<file path="config.mk">
export PLATFORM = sky130hd
export DESIGN_NAME = periph_irq_regs
export DESIGN_NICKNAME = d
export VERILOG_FILES = /design/src/rtl/periph_irq_regs.sv
export SDC_FILE = /design/constraint.sdc
export NUM_CORES = 1
export LEC_CHECK = 0
export BUFFER_PORTS_ARGS = -buffer_cell sky130_fd_sc_hd__buf_4
export CORE_UTILIZATION = 45
export DETAILED_ROUTE_END_ITERATION = 10
export HOLD_SLACK_MARGIN = 0.08
export PLACE_DENSITY = 0.66
export SYNTH_ARGS = -nofsm -noshare
export SYNTH_HDL_FRONTEND = slang
export SYNTH_SLANG_ARGS = --single-unit
</file>
<file path="constraint.sdc">
create_clock -name clk -period 2.1 [get_ports clk]
set_input_delay 0.105 -clock clk [delete_from_list [all_inputs] [get_ports clk]]
set_output_delay 0.105 -clock clk [all_outputs]
set_load 0.005 [all_outputs]
</file>
<file path="src/rtl/periph_irq_regs.sv">
module periph_irq_regs #(
  parameter int NL = 8
) (
  input  logic          clk,
  input  logic          rst_n,
  input  logic [NL-1:0] irq_in,
  input  logic [7:0]    reg_addr,
  input  logic [7:0]    reg_wdata,
  input  logic          reg_wr,
  input  logic          reg_rd,
  output logic [7:0]    reg_rdata,
  output logic          summary_irq
);
  localparam logic [7:0] A_RT = 8'h10, A_TYPE = 8'h11, A_POLH = 8'h12,
    A_POLL = 8'h13, A_ACK = 8'h14, A_ENS = 8'h15, A_ENC = 8'h16,
    A_LAT = 8'h18, A_PEND = 8'h19, A_MSEL = 8'h1A, A_PRIO = 8'h1B,
    A_TCTL = 8'hE0, A_TVAL = 8'hE1;

  logic [NL-1:0] type_q, polh_q, poll_q, en_q, lat_q, prev_q, tval_q;
  logic [1:0]    msel_q;
  logic          prio_q, test_q;

  logic [NL-1:0] src, rise, fall, hit, ack, pend;

  assign src  = test_q ? tval_q : irq_in;
  assign rise = src & ~prev_q;
  assign fall = ~src & prev_q;
  assign hit  = (type_q & ((polh_q & rise) | (poll_q & fall)))
              | (~type_q & ((polh_q & src) | (poll_q & ~src)));
  assign ack  = (reg_wr && reg_addr == A_ACK) ? reg_wdata[NL-1:0] : '0;
  assign pend = lat_q & en_q;

  always_ff @(posedge clk) begin
    if (!rst_n) begin
      type_q <= '0; polh_q <= '0; poll_q <= '0; en_q <= '0;
      lat_q <= '0; prev_q <= '0; tval_q <= '0;
      msel_q <= '0; prio_q <= 1'b0; test_q <= 1'b0;
      summary_irq <= 1'b0;
    end else begin
      prev_q      <= src;
      lat_q       <= (lat_q & ~ack) | (hit & en_q);
      summary_irq <= |pend;
      if (reg_wr) begin
        case (reg_addr)
          A_TYPE: type_q <= reg_wdata[NL-1:0];
          A_POLH: polh_q <= reg_wdata[NL-1:0];
          A_POLL: poll_q <= reg_wdata[NL-1:0];
          A_ENS:  en_q   <= en_q | reg_wdata[NL-1:0];
          A_ENC:  en_q   <= en_q & ~reg_wdata[NL-1:0];
          A_MSEL: msel_q <= reg_wdata[1:0];
          A_PRIO: prio_q <= reg_wdata[0];
          A_TCTL: test_q <= reg_wdata[7];
          A_TVAL: tval_q <= reg_wdata[NL-1:0];
          default: ;
        endcase
      end
    end
  end

  always_comb begin
    reg_rdata = 8'h00;
    if (reg_rd) begin
      case (reg_addr)
        A_RT:   reg_rdata[NL-1:0] = src;
        A_TYPE: reg_rdata[NL-1:0] = type_q;
        A_POLH: reg_rdata[NL-1:0] = polh_q;
        A_POLL: reg_rdata[NL-1:0] = poll_q;
        A_ENS:  reg_rdata[NL-1:0] = en_q;
        A_LAT:  reg_rdata[NL-1:0] = lat_q;
        A_PEND: reg_rdata[NL-1:0] = pend;
        A_MSEL: reg_rdata[1:0]    = msel_q;
        A_PRIO: reg_rdata[0]      = prio_q;
        A_TCTL: reg_rdata[7]      = test_q;
        A_TVAL: reg_rdata[NL-1:0] = tval_q;
        default: reg_rdata = 8'h00;
      endcase
    end
  end
endmodule

</file>
### After elaboration in Yosys (flattened, before gate mapping)

Cells that the tools add are included.

* logic and storage cells: 65
* input bits: 28
* bits in registers: 61
* output and inout bits: 9

* bitwise operators: 22
* muxes and demuxes: 8
* reduce and logical (&&, ||, !) cells: 11
* eq/ne operators: 13

Operator list (count)
* bitwise AND 8 bit: 12
* == test 8 x 5 -> 1 bit, second input constant: 11
* inverter 8 bit: 5
* OR 8 bit: 5
* one-hot mux 5 bit (8 select lines): 1
* two-way mux 8 bit: 3
* one-hot mux 1 bit (9 select lines): 2
* == test 8 bit, second input constant: 2
* one-hot mux 8 bit (2 select lines): 1
* AND reduction 2 bit: 8
* one-hot mux 1 bit (10 select lines): 1
* OR reduction 8 bit: 1
* nonzero test 2 bit: 1
* logical AND 1 bit: 1

### Logic depth before layout (Yosys ltp)

* depth after elaboration: 9
* mapped depth: 7
* depth with buffers taken out: 4

### Least setup slack after synthesis

Ideal clock, no wire load.

* path kind: in2reg
* start: input port reg_addr[5]
* end: register type_q[3]
* data arrival time: 1.618 ns
* stages on the path: 5
* slack: 0.355 ns
* setup time: 0.128 ns
* cells stage by stage: or4b_1 buf_4 nor4_4 mux2i_1 nor2_1

* longest elaborated chain between the ends: 2

RTL lines
* start, declared: line 7 `input logic [7:0] reg_addr,`
* == test 8 x 5 -> 1 bit: line 44 `case (reg_addr)`
* AND reduction 2 bit (no line)
* end signal, assigned: line 45 `A_TYPE: type_q <= reg_wdata[NL-1:0];`
* end, declared: line 19 `logic [NL-1:0] type_q, polh_q, poll_q, en_q, lat_q, prev_q, tval_q;`

Every way passes these cells.
A chain may end at the register's enable or synchronous reset.

### Worst setup path after layout

* start: register test_q
* end: output port reg_rdata[5]

* longest elaborated chain between the ends: 3

RTL lines
* start, declared: line 21 `logic prio_q, test_q;`
* start signal, assigned: line 52 `A_TCTL: test_q <= reg_wdata[7];`
* two-way mux 8 bit: line 25 `assign src = test_q ? tval_q : irq_in;`
* one-hot mux 5 bit (8 select lines): line 63 `case (reg_addr)`
* two-way mux 8 bit: line 62 `if (reg_rd) begin`
* end, declared: line 11 `output logic [7:0] reg_rdata,`

Every way passes these cells.

==> reports/results.txt <==
Critical Path AT -> 1.94 ns
Pwr per Cell Area -> 581 nW/um^2
Final Hold Vio Count -> 0
largest family of logic cells by synthesized area -> compound AO/OA/AOI/OAI gates
CP startpoint kind -> flip-flop
Root Buffer -> clkbuf_8
async set-reset flop share out of synthesis -> 0%
post-synthesis mux area share -> 17.2%
Pleak -> 1.53 nW
Tcrit/Tclk final -> 97.3%
#FFs+latches synth -> 61
Worst Tran Pin Value -> 0.702 ns
Distinct cells, synth -> 54
Ports -> 37
Mapped Area -> 3370 sq um
Die ar. -> 7830 sq um
reg2reg start -> test_q
via count -> 3229
Crit Path Class -> flip-flop to output pin
GRT overflow -> 0
skew final -> 0.00731 ns
crit path from -> test_q
final net count -> 476
Avg Cell Area, Syn -> 9.00 sq um
Clock Sinks -> 61
highest clock rate -> 0.490 GHz
final setup fails -> 0
Max clock buf depth -> 2
outcome -> finished, final reports clean
Seq/Total Area, Yosys -> 36.3%
die height -> 88.5 um
Critical Path, Cell by Cell -> mux2_2, mux4_2, nand2_1, a31oi_1, buf_4
data required time of the critical path -> 2.00 ns
worst path buffer plus inverter count -> 1
TritonCTS clock tree -> yes
Antenna Violating Nets Remaining -> 0
number of synthesized flops with an enable pin -> 0
Hold WC Path Type -> input port to flip-flop
core region area -> 7250 sq um
area growth from synthesis to layout -> 28.7%
# diodes -> 0
Max stage delay cell, worst path -> mux4_2
Max-slew headroom -> 52.7%
clk slew on worst S/H paths -> 0.08 ns
most frequent cells in the layout -> 71 x buf_4, 60 x dfxtp_1, 50 x nor2_1
global-route wire length before repair -> 15600 um
design area -> 4330 sq um
routed length per instance -> 18.2 um
H-Tree Depth -> 3
worst-path maximum fanout -> 7
vias in the first global route -> 2931
DRC Markers -> 0
initial core utilization -> 46.4%
pre-CTS WS -> -0.105 ns
post-synthesis xor/xnor area fraction -> 1.04%
Synth Area in Compound Gates -> 20.9%
critical path's largest stage delay -> 0.46 ns
power after layout -> 0.00252 W
IO Port Bufs -> 36
largest net degree at the start of global routing -> 35
IR drop worst, VDD -> 0.403 mV
DRT iter0 DRCs -> 305
syn nets -> 402
CP endpoint kind -> output pin
Post-Synth Simple-Gate Area -> 20.3%
TritonCTS buffer count -> 9
Mapped Cells -> 374
Post-Synth Adder-Cell Area -> 0%
Max Slew Vio Count -> 0
post-route setup slack -> 0.0574 ns
Post-DP HPWL -> 7040 um
clk_lat worst skew -> 0.34 ns
Max Cap Violations -> 0
TritonRoute pass-1 iters -> 5
die width -> 88.5 um
layout cells sized above 1 -> 24.3%
overall routing resource usage -> 26.9%
min cycle time layout -> 2.04 ns
unrepaired setup endpoints after global routing -> false
placed cell area -> 3920 sq um
most common cell after layout, fill and taps aside -> buf_4
Most used DFF post-synth -> dfxtp_1
final wirelength -> 10000 um
Cell Rows -> 31
Crit path max-delay family -> multiplexers
worst hold start -> irq_in[6]
Vias/cell -> 5.85
yosys warns -> 0
antenna violations before repair -> 0
Final GP Congestion -> 0.924
-- synthesized netlist by cell type, types with 4 or more instances --
library cell / instances / area share [%]
nor2b_1: 6 / 1.1
nand3_1: 9 / 1.3
dfxtp_1: 61 / 36
a22oi_1: 9 / 2.0
clkbuf_1: 16 / 1.8
a21oi_1: 11 / 1.6
nor2_1: 50 / 5.6
o21a_1: 9 / 2.0
nor3_1: 9 / 1.3
nand3b_1: 4 / 0.89
nand2b_1: 11 / 2.0
mux2_2: 4 / 1.3
a211oi_1: 15 / 3.3
a21boi_1: 11 / 2.5
a31oi_1: 7 / 1.3
inv_1: 9 / 1.0
nor4b_1: 4 / 1.0
mux2i_1: 49 / 15
nor4_1: 5 / 0.93
nand2_1: 13 / 1.4
o21ai_0: 7 / 1.0
-- cell families (layout without fill, tap and decap cells) --
family,after synthesis,in the layout
xor+xnor,4,4
buf+inv,34,113
compound gates,94,94
mux,55,55
simple gates,126,126
flops,61,61
-- worst paths after layout --
path | slack (ns) | to | depth (start not counted)
worst max-delay path | 0.06 | reg_rdata[5] | 5
worst min-delay path | 0.14 | prev_q[6] | 3
worst max register to register | 0.50 | lat_q[3] | 6
worst min register to register | 0.52 | msel_q[0] | 2
-- power by group --
group,total (W),switching [W],internal (W)
clock network,0.00109,0.000507,0.000588
logic,0.000254,0.000146,0.000109
registers,0.00117,0.00000465,0.00116
total,0.00252,0.000657,0.00186
-- worst register-to-register path: stages (launching register included) --
cell and delay, ns:
dfxtp_4 0.40, buf_4 0.22, mux2i_1 0.26, buf_4 0.16, mux2i_1 0.20, a211oi_1 0.07, o21a_1 0.19
-- through the flow --
step	utilization (%)	cells	setup TNS, ns	hold slack (ns)
global route	59.7	552	0	0.164
floorplan	-	374	0	0.202
finish	59.7	552	0	0.144
CTS	59.0	549	0	0.128
detailed placement	54.0	519	-0.335	0.354
global placement	54.0	519	-0.152	0.352
-- area by class of cell --
type                       instances  area [sq um]
clock buffer                      10           138
clock inverter                     6          71.3
fill                             644          2920
inverter                          11          41.3
multi-input combinational        279          2040
sequential                        61          1220
tap                               99           124
timing repair buffer              86           693
-- repair_timing --
item / CTS / global route
hold buffers: 14 / 0
hold endpoints to repair: 46 / 0
endpoints found under the setup margin: 8 / 5
setup buffers: 0 / 3
gates resized for setup: 3 / 4
-- metal layers --
metal	share of wire (%)	routed length (um)	track usage [%]	vias to the layer above
li1	-	-	-	1537
met1	46	4620	39.1	1533
met2	45	4470	39.7	142
met3	8.1	808	5.50	17
met4	1.4	136	9.09	0
met5	0	0	0	-
Note: power is estimated with default switching activity, not from simulation.
